## config.mk

```make
export PLATFORM = sky130hd
export DESIGN_NAME = cache_maint_seq
export DESIGN_NICKNAME = d
export VERILOG_FILES = /design/src/rtl/cmseq_pkg.sv /design/src/rtl/cmseq_req_arb.sv /design/src/rtl/cmseq_line_walker.sv /design/src/rtl/cmseq_special_emit.sv /design/src/rtl/cache_maint_seq.sv
export SDC_FILE = /design/constraint.sdc
export NUM_CORES = 1
export LEC_CHECK = 0
export BUFFER_PORTS_ARGS = -buffer_cell sky130_fd_sc_hd__buf_2
export CAP_MARGIN = 20
export CORE_ASPECT_RATIO = 1.1
export CORE_MARGIN = 5
export CORE_UTILIZATION = 42
export DETAILED_ROUTE_END_ITERATION = 16
export PLACE_DENSITY = 0.8
export SKIP_CTS_REPAIR_TIMING = 1
export SYNTH_ARGS = -nofsm -noshare
export SYNTH_HDL_FRONTEND = slang
export SYNTH_SLANG_ARGS = --single-unit
```

## constraint.sdc

```tcl
create_clock -name clk -period 1.6 [get_ports clk]
set_clock_uncertainty 0.2 [all_clocks]
set_input_delay 0.48 -clock clk [delete_from_list [all_inputs] [get_ports clk]]
set_output_delay 0.48 -clock clk [all_outputs]
set_load 0.01 [all_outputs]
```

## src/rtl/cmseq_pkg.sv

```systemverilog
`timescale 1ns/1ps
package cmseq_pkg;
  typedef enum logic [1:0] {
    LS_INV = 2'b00,
    LS_SHR = 2'b01,
    LS_EXC = 2'b10,
    LS_MOD = 2'b11
  } line_st_t;

  typedef enum logic [1:0] {
    SC_NONE      = 2'b00,
    SC_FLUSH     = 2'b01,
    SC_FLUSH_ACK = 2'b10,
    SC_WRBACK    = 2'b11
  } spec_code_t;

  typedef enum logic [1:0] {
    OP_PIN = 2'b00,
    OP_INV = 2'b01,
    OP_WBI = 2'b10
  } maint_op_t;
endpackage

```

## src/rtl/cmseq_req_arb.sv

```systemverilog
`timescale 1ns/1ps
module cmseq_req_arb
  import cmseq_pkg::*;
(
  input  logic      idle,
  input  logic      req_flush,
  input  logic      req_inval,
  input  logic      req_wb_inval,
  output logic      start,
  output maint_op_t op
);
  // Priority: flush strobe, then write-back-invalidate, then invalidate-only
  always_comb begin
    start = idle & (req_flush | req_inval | req_wb_inval);
    if (req_flush)         op = OP_PIN;
    else if (req_wb_inval) op = OP_WBI;
    else                   op = OP_INV;
  end
endmodule

```

## src/rtl/cmseq_line_walker.sv

```systemverilog
`timescale 1ns/1ps
module cmseq_line_walker
  import cmseq_pkg::*;
#(
  parameter int NUM_LINES = 16,
  parameter int IDX_W     = $clog2(NUM_LINES)
) (
  input  logic             clk,
  input  logic             rst_n,
  input  logic             start,
  input  logic             wb_mode,
  input  logic [1:0]       rd_state,
  input  logic             wb_ready,
  output logic [IDX_W-1:0] rd_idx,
  output logic             wr_en,
  output logic [IDX_W-1:0] wr_idx,
  output logic [1:0]       wr_state,
  output logic             wb_valid,
  output logic [IDX_W-1:0] wb_idx,
  output logic             walking,
  output logic             walk_done
);
  localparam logic [IDX_W-1:0] LAST_IDX = IDX_W'(NUM_LINES - 1);

  logic [IDX_W-1:0] idx_q;
  logic             wb_mode_q;
  logic             need_wb;
  logic             advance;

  always_comb begin
    need_wb   = walking && wb_mode_q && (line_st_t'(rd_state) == LS_MOD);
    advance   = walking && (!need_wb || wb_ready);
    rd_idx    = idx_q;
    wb_valid  = need_wb;
    wb_idx    = idx_q;
    wr_en     = advance;
    wr_idx    = idx_q;
    wr_state  = LS_INV;
    walk_done = advance && (idx_q == LAST_IDX);
  end

  always_ff @(posedge clk or negedge rst_n) begin
    if (!rst_n) begin
      walking   <= 1'b0;
      idx_q     <= '0;
      wb_mode_q <= 1'b0;
    end else if (start) begin
      walking   <= 1'b1;
      idx_q     <= '0;
      wb_mode_q <= wb_mode;
    end else if (advance) begin
      if (idx_q == LAST_IDX) walking <= 1'b0;
      else                   idx_q   <= idx_q + 1'b1;
    end
  end

  a_r7_wb_hold: assert property (@(posedge clk) disable iff (!rst_n)
    (wb_valid && !wb_ready) |=> (wb_valid && $stable(wb_idx)));
  a_r7_no_write_on_stall: assert property (@(posedge clk) disable iff (!rst_n)
    (wb_valid && !wb_ready) |-> !wr_en);
  a_r3_wb_only_dirty: assert property (@(posedge clk) disable iff (!rst_n)
    wb_valid |-> (rd_state == 2'b11));
  a_r2_step_one: assert property (@(posedge clk) disable iff (!rst_n)
    (wr_en && walking && !walk_done) |=> (wr_idx == $past(wr_idx) + 1'b1));
endmodule

```

## src/rtl/cmseq_special_emit.sv

```systemverilog
`timescale 1ns/1ps
module cmseq_special_emit
  import cmseq_pkg::*;
(
  input  logic       clk,
  input  logic       rst_n,
  input  logic       launch,
  input  maint_op_t  op,
  input  logic       sc_ready,
  output logic       sc_valid,
  output logic [1:0] sc_code,
  output logic       emit_done
);
  typedef enum logic [1:0] {EM_IDLE, EM_FIRST, EM_SECOND} em_stage_t;
  em_stage_t stage_q;
  logic      fire;

  always_comb begin
    sc_valid = (stage_q != EM_IDLE);
    unique case (stage_q)
      EM_FIRST: begin
        unique case (op)
          OP_PIN:  sc_code = SC_FLUSH_ACK;
          OP_WBI:  sc_code = SC_WRBACK;
          default: sc_code = SC_FLUSH;
        endcase
      end
      EM_SECOND: sc_code = SC_FLUSH;
      default:   sc_code = SC_NONE;
    endcase
    fire      = sc_valid && sc_ready;
    emit_done = fire && !(stage_q == EM_FIRST && op == OP_WBI);
  end

  always_ff @(posedge clk or negedge rst_n) begin
    if (!rst_n) begin
      stage_q <= EM_IDLE;
    end else if (launch) begin
      stage_q <= EM_FIRST;
    end else if (fire) begin
      if (stage_q == EM_FIRST && op == OP_WBI) stage_q <= EM_SECOND;
      else                                     stage_q <= EM_IDLE;
    end
  end

  a_r8_code_hold: assert property (@(posedge clk) disable iff (!rst_n)
    (sc_valid && !sc_ready) |=> (sc_valid && $stable(sc_code)));
  a_r5_flush_after_wrback: assert property (@(posedge clk) disable iff (!rst_n)
    (fire && sc_code == 2'b11) |=> (sc_valid && sc_code == 2'b01));
endmodule

```

## src/rtl/cache_maint_seq.sv

```systemverilog
`timescale 1ns/1ps
module cache_maint_seq
  import cmseq_pkg::*;
#(
  parameter int NUM_LINES = 16,
  parameter int IDX_W     = $clog2(NUM_LINES)
) (
  input  logic             clk,
  input  logic             rst_n,
  input  logic             req_flush,
  input  logic             req_inval,
  input  logic             req_wb_inval,
  output logic [IDX_W-1:0] st_rd_idx,
  input  logic [1:0]       st_rd_state,
  output logic             st_wr_en,
  output logic [IDX_W-1:0] st_wr_idx,
  output logic [1:0]       st_wr_state,
  output logic             wb_valid,
  output logic [IDX_W-1:0] wb_idx,
  input  logic             wb_ready,
  output logic             sc_valid,
  output logic [1:0]       sc_code,
  input  logic             sc_ready,
  output logic             busy,
  output logic             done
);
  logic      start;
  maint_op_t arb_op;
  maint_op_t op_q;
  logic      walking;
  logic      walk_done;
  logic      emit_done;
  logic      done_q;

  cmseq_req_arb u_arb (
    .idle         (!busy),
    .req_flush    (req_flush),
    .req_inval    (req_inval),
    .req_wb_inval (req_wb_inval),
    .start        (start),
    .op           (arb_op)
  );

  cmseq_line_walker #(.NUM_LINES(NUM_LINES), .IDX_W(IDX_W)) u_walk (
    .clk       (clk),
    .rst_n     (rst_n),
    .start     (start),
    .wb_mode   (arb_op != OP_INV),
    .rd_state  (st_rd_state),
    .wb_ready  (wb_ready),
    .rd_idx    (st_rd_idx),
    .wr_en     (st_wr_en),
    .wr_idx    (st_wr_idx),
    .wr_state  (st_wr_state),
    .wb_valid  (wb_valid),
    .wb_idx    (wb_idx),
    .walking   (walking),
    .walk_done (walk_done)
  );

  cmseq_special_emit u_emit (
    .clk       (clk),
    .rst_n     (rst_n),
    .launch    (walk_done),
    .op        (op_q),
    .sc_ready  (sc_ready),
    .sc_valid  (sc_valid),
    .sc_code   (sc_code),
    .emit_done (emit_done)
  );

  always_ff @(posedge clk or negedge rst_n) begin
    if (!rst_n) begin
      op_q   <= OP_INV;
      done_q <= 1'b0;
    end else begin
      if (start) op_q <= arb_op;
      done_q <= emit_done;
    end
  end

  assign busy = walking | sc_valid;
  assign done = done_q;

  a_r2_start_busy: assert property (@(posedge clk) disable iff (!rst_n)
    start |=> busy);
  a_r4_inval_no_wb: assert property (@(posedge clk) disable iff (!rst_n)
    (busy && op_q == OP_INV) |-> !wb_valid);
  a_r9_phases_apart: assert property (@(posedge clk) disable iff (!rst_n)
    walking |-> !sc_valid);
  a_r10_done_pulse: assert property (@(posedge clk) disable iff (!rst_n)
    done |=> !done);
  a_r3_special_after_walk: assert property (@(posedge clk) disable iff (!rst_n)
    walk_done |=> sc_valid);
endmodule

```

==> impl_metrics.json, run 1 <==
{
  "die_h_um": 54.0,
  "p_per_area_nw_per_um2": 1880,
  "port_buffers": 27,
  "drt_iter0_markers": 12,
  "holdPathEnd": "op_q[1]",
  "p_leak_nw": 0.549,
  "max_freq_mhz": 513,
  "r2r_setup_slack_ns": -0.12,
  "synth_area_um2": 738,
  "finalInstanceArea_um2": 1070,
  "worstPathRequired_ns": 0.92,
  "num_rows": 16,
  "ioPinCount": 30,
  "crit_arrival_ns": 1.27,
  "antenna_cells": 0,
  "total_power_mw": 2.01,
  "ys_ff_latch": 11,
  "fp.dieArea_um2": 2700,
  "violations": "setup timing",
  "worstSetupPathType": "reg2out",
  "clk_pin_slew_ns": 0.07,
  "hold_class": "in2reg",
  "setup_viol": 9,
  "layout_min_cycle_time_ns": 1.95,
  "antenna_found_initial": 0,
  "synth_top_family_by_area": "simple AND/OR/NAND/NOR gates",
  "hp-start": "req_flush",
  "via_count": 687,
  "drcViolationCount": 0,
  "setup_ws_ns": -0.349,
  "synthXorXnorAreaFrac": 0,
  "ant_nets": 0,
  "grt_max_degree": 12,
  "placed_area_um2": 890,
  "place_inst": 122,
  "worstSkewPairLatency_ns": 0.27,
  "syn2layout_area_growth_pct": 45.1,
  "seq_area_frac_synth": 0.375,
  "hpwl_mm": 1.32,
  "rr_worst_depth": 6,
  "wl_met2_mm": 1.05,
  "cts_sinks": 11,
  "wl_met1_um": 700,
  "cts_buffer_depth": 2,
  "synth_cell_type_count": 33,
  "avgRoutedWirePerCell_um": 14.5,
  "r2r_end": "u_walk.wb_mode_q",
  "peakVddDrop_uv": 826,
  "hold_depth": 2,
  "path_max_fanout": 2,
  "routed_wl_mm": 1.89,
  "initial_core_util": 0.429,
  "place_congestion": 0.768,
  "setup_tns_ns": -1.46,
  "grt_overflow": 0,
  "cp-start-kind": "flop",
  "final_max_slew_viol_count": 0,
  "grt_pass1_wl_mm": 2.77,
  "clockRootBuffer": "clkbuf_4",
  "synth-simple-area-share": 0.192,
  "timing.final.crit_share": 1.22,
  "rsz0062_at_grt": "true",
  "synth_mux_area_frac": 0.0407,
  "status": "finished, violations left",
  "coreArea_um2": 1720,
  "nets": 126,
  "maxCapViolations": 0,
  "tritoncts": "built",
  "htreeDepth": 1,
  "rr_startpoint": "u_emit.stage_q[0]",
  "yosys_warnings": 0,
  "wl_met3_um": 81,
  "avgSynthCellArea_um2": 9.59,
  "avgViaCountPerCell": 5.28,
  "synth_compound_area_frac": 0.147,
  "highest_layer": "met4",
  "drive_above_1_share": 0.536,
  "endpoint_kind": "output pin",
  "gr-usage-all-layers": 0.136,
  "cts_buffers": 3,
  "fp.dieW_um": 50.0,
  "postSynthCellCount": 77,
  "final-hold-violation-count": 0,
  "synth_adder_area_share": 0.0678,
  "layoutNonFillerInstCount": 130,
  "grt_pass1_vias": 641,
  "drtPass1Iterations": 4
}
-- critical path, cell delays in order, from the launching register on --
cell and delay [ns]:
dfrtp_1 0.39, buf_4 0.14, ha_2 0.16, o21a_1 0.17, buf_2 0.13
-- cell type report --
cell class                      instances  area (um^2)
Timing Repair Buffer                   42          322
Fill cell                             137          651
Sequential cell                        11          279
Inverter                                8         30.0
Clock buffer                            4         26.3
Multi-Input combinational cell         47          392
Tap cell                               18         22.5
-- worst max path at each step --
| stage | cells past startpoint | end | startpoint | slack [ns] |
|---|---|---|---|---|
| after global placement | 4 | st_wr_en | wb_ready | -0.14 |
| after CTS | 4 | sc_code[0] | u_emit.stage_q[0] | -0.38 |
| after floorplan | 6 | u_walk.wb_mode_q | u_emit.stage_q[1] | -0.06 |
| final | 4 | sc_code[0] | u_emit.stage_q[1] | -0.35 |
| after global routing | 4 | sc_code[0] | u_emit.stage_q[0] | -0.41 |
| after detailed placement | 4 | st_wr_en | wb_ready | -0.16 |
-- cells in the mapped netlist --
cell,count,area share
a311oi_1,1,0.012
nand4_1,1,0.0085
o211ai_1,1,0.010
buf_4,10,0.10
buf_6,2,0.031
and3_1,1,0.0085
conb_1,1,0.0051
nand2_1,4,0.020
ha_1,4,0.068
a31oi_1,1,0.0085
or4_4,1,0.015
o21a_1,3,0.031
nand2b_1,1,0.0085
nand2b_4,1,0.019
a2bb2oi_1,1,0.012
a21o_1,1,0.010
a21oi_1,2,0.014
and2_1,2,0.017
and3b_1,1,0.012
nand3_1,1,0.0068
dfstp_2,1,0.036
o2111ai_1,1,0.012
mux2i_1,3,0.041
dfrtp_1,10,0.34
o21ai_0,4,0.027
nor2_1,2,0.010
nand3b_1,1,0.010
inv_1,8,0.041
nand4b_1,1,0.012
o2bb2ai_1,1,0.012
nor2b_1,3,0.025
nor3_1,1,0.0068
and4_1,1,0.012
-- report_power, final --
| group | switching, mW | total [mW] | internal (mW) |
|---|---|---|---|
| clock | 0.0958 | 0.192 | 0.0966 |
| combinational | 0.600 | 1.32 | 0.716 |
| sequential | 0.101 | 0.505 | 0.404 |
-- cell usage in the layout, fill, tap and decap left out, types with 2 or more instances in the layout --
cell | Yosys | routed
a21oi_1 | 2 | 2
buf_2 | 0 | 18
buf_4 | 10 | 10
buf_6 | 2 | 13
clkbuf_4 | 0 | 3
conb_1 | 1 | 2
dfrtp_1 | 10 | 8
dfrtp_2 | 0 | 2
ha_4 | 0 | 2
inv_1 | 8 | 5
inv_2 | 0 | 3
mux2i_1 | 3 | 3
nand2_1 | 4 | 4
nor2b_1 | 3 | 3
o21a_1 | 3 | 3
o21ai_0 | 4 | 2
-- registers in the layout, indices dropped and copies added (netlist names) --
| name | cells |
|---|---|
| u_walk.wb_mode_q | 1 |
| u_emit.stage_q | 2 |
| done | 1 |
| u_walk.rd_idx | 4 |
| u_walk.walking | 1 |
| op_q | 2 |
-- kinds of logic after synthesis --
| logic type | count (synthesis) |
|---|---|
| simple gates | 22 |
| fa+ha+maj | 4 |
| mux | 3 |
| other cells | 1 |
| compound gates | 16 |
| buf+inv | 20 |
| flops | 11 |
-- through the flow --
step | utilization | setup slack [ns] | hold WS (ns)
CTS | 0.532 | -0.383 | -0.137
global route | 0.622 | -0.410 | 0.250
floorplan | - | -0.0591 | -0.0156
global placement | 0.517 | -0.137 | 0.154
detailed placement | 0.517 | -0.159 | 0.156
finish | 0.622 | -0.349 | 0.248
-- per-layer routing --
layer / up-vias / global-route usage
li1: 326 / -
met1: 332 / 0.143
met2: 22 / 0.242
met3: 7 / 0.0305
met4: 0 / 0.0961
met5: - / 0
Note: power is estimated with default switching activity, not from simulation.
==> run 2: changes to the inputs <==
--- a/config.mk
+++ b/config.mk
@@ -11,6 +11,7 @@
 export CORE_MARGIN = 5
 export CORE_UTILIZATION = 42
 export DETAILED_ROUTE_END_ITERATION = 16
+export MAX_ROUTING_LAYER = met4
 export PLACE_DENSITY = 0.8
 export SKIP_CTS_REPAIR_TIMING = 1
 export SYNTH_ARGS = -nofsm -noshare
==> impl_metrics.json, run 2 (synthesized netlist as in run 1, its figures left out) <==
{
  "status": "finished, violations left",
  "violations": "setup timing",
  "cts_sinks": 11,
  "clockRootBuffer": "clkbuf_4",
  "ant_nets": 0,
  "timing.final.crit_share": 1.22,
  "p_leak_nw": 0.549,
  "worstSkewPairLatency_ns": 0.27,
  "routed_wl_mm": 1.90,
  "layout_common_cells": "buf_2, buf_6, buf_4",
  "crit_arrival_ns": 1.27,
  "htreeDepth": 1,
  "place_inst": 122,
  "hpwl_mm": 1.32,
  "worstPathRequired_ns": 0.92,
  "maxCapViolations": 0,
  "final-hold-violation-count": 0,
  "setup_ws_ns": -0.346,
  "avgRoutedWirePerCell_um": 14.6,
  "setup_viol": 9,
  "cts_buffers": 3,
  "path_max_fanout": 2,
  "wl_met3_um": 82,
  "antenna_found_initial": 0,
  "nets": 126,
  "fill_cells": 137,
  "multi_input_area_um2": 392,
  "grt_pass1_vias": 642,
  "drtPass1Iterations": 4,
  "coreArea_um2": 1720,
  "holdPathEnd": "op_q[1]",
  "clk_pin_slew_ns": 0.07,
  "initial_core_util": 0.429,
  "peakVddDrop_uv": 833,
  "ioPinCount": 30,
  "max_freq_mhz": 514,
  "wl_met1_um": 705,
  "via_count": 681,
  "drt_iter0_markers": 10,
  "hp-start": "req_flush",
  "layoutNonFillerInstCount": 130,
  "antenna_cells": 0,
  "regArea_um2": 279,
  "layout_min_cycle_time_ns": 1.95,
  "fp.dieW_um": 50.0,
  "tritoncts": "built",
  "gr-usage-all-layers": 0.140,
  "r2r_end": "u_walk.wb_mode_q",
  "largest_register_ffs": 4,
  "p_per_area_nw_per_um2": 1880,
  "highest_layer": "met4",
  "drcViolationCount": 0,
  "die_h_um": 54.0,
  "grt_pass1_wl_mm": 2.77,
  "grt_overflow": 0,
  "port_buffers": 27,
  "syn2layout_area_growth_pct": 45.1,
  "worstSetupPathType": "reg2out",
  "fin_hold_ws_ns": 0.248,
  "fp.dieArea_um2": 2700,
  "cts_buffer_depth": 2,
  "rr_startpoint": "u_emit.stage_q[0]",
  "rsz0062_at_grt": "true",
  "r2r_setup_slack_ns": -0.12,
  "wl_met2_mm": 1.08,
  "num_rows": 16,
  "grt_max_degree": 12,
  "avgViaCountPerCell": 5.24,
  "place_congestion": 0.778,
  "final_max_slew_viol_count": 0,
  "rr_worst_depth": 6,
  "hold_class": "in2reg",
  "endpoint_kind": "output pin",
  "layout_commonest_cell": "buf_2",
  "drive_above_1_share": 0.536,
  "cp-start-kind": "flop",
  "hold_depth": 2
}
-- run 2: cell counts in the layout (fill, tap and decap cells not counted) --
Identical to the previous run, type by type.
-- run 2: area by class of cell --
| cell class | count | area share |
|---|---|---|
| tap | 18 | 0.0210 |
| sequential | 11 | 0.261 |
| timing repair buffer | 42 | 0.300 |
| clock buffer | 4 | 0.0245 |
| inverter | 8 | 0.0280 |
| multi-input combinational | 47 | 0.366 |
-- run 2: metrics by stage --
step	setup WS, ns	instance area (um^2)	utilization	power (mW)	setup TNS (ns)
finish	-0.346	1070	0.622	2.02	-1.44
global route	-0.410	1070	0.622	2.17	-2.15
CTS	-0.383	916	0.532	1.69	-1.61
detailed placement	-0.159	890	0.517	1.49	-0.335
global placement	-0.137	890	0.517	1.45	-0.206
floorplan	-0.0591	747	-	1.21	-0.104
-- run 2: per-layer routing --
metal / vias up / GRT usage
li1: 323 / -
met1: 335 / 0.143
met2: 21 / 0.242
met3: 2 / 0.0305
met4: 0 / 0.0961
met5: - / -
-- run 2: critical path: stages (launching register included) --
cell and delay [ns]:
dfrtp_1 0.40, buf_4 0.14, ha_2 0.16, o21a_1 0.17, buf_2 0.13
-- run 2: power breakdown --
| group | switching (mW) | internal (mW) | total (mW) |
|---|---|---|---|
| combinational | 0.601 | 0.716 | 1.32 |
| sequential | 0.101 | 0.404 | 0.505 |
| clock | 0.0962 | 0.0965 | 0.193 |
| total | 0.798 | 1.22 | 2.02 |
-- run 2: worst max-delay path by stage --
stage,start,end,depth (start not counted)
final,u_emit.stage_q[1],sc_code[0],4
after global routing,u_emit.stage_q[0],sc_code[0],4
after CTS,u_emit.stage_q[0],sc_code[0],4
after detailed placement,wb_ready,st_wr_en,4
after global placement,wb_ready,st_wr_en,4
after floorplan,u_emit.stage_q[1],u_walk.wb_mode_q,6
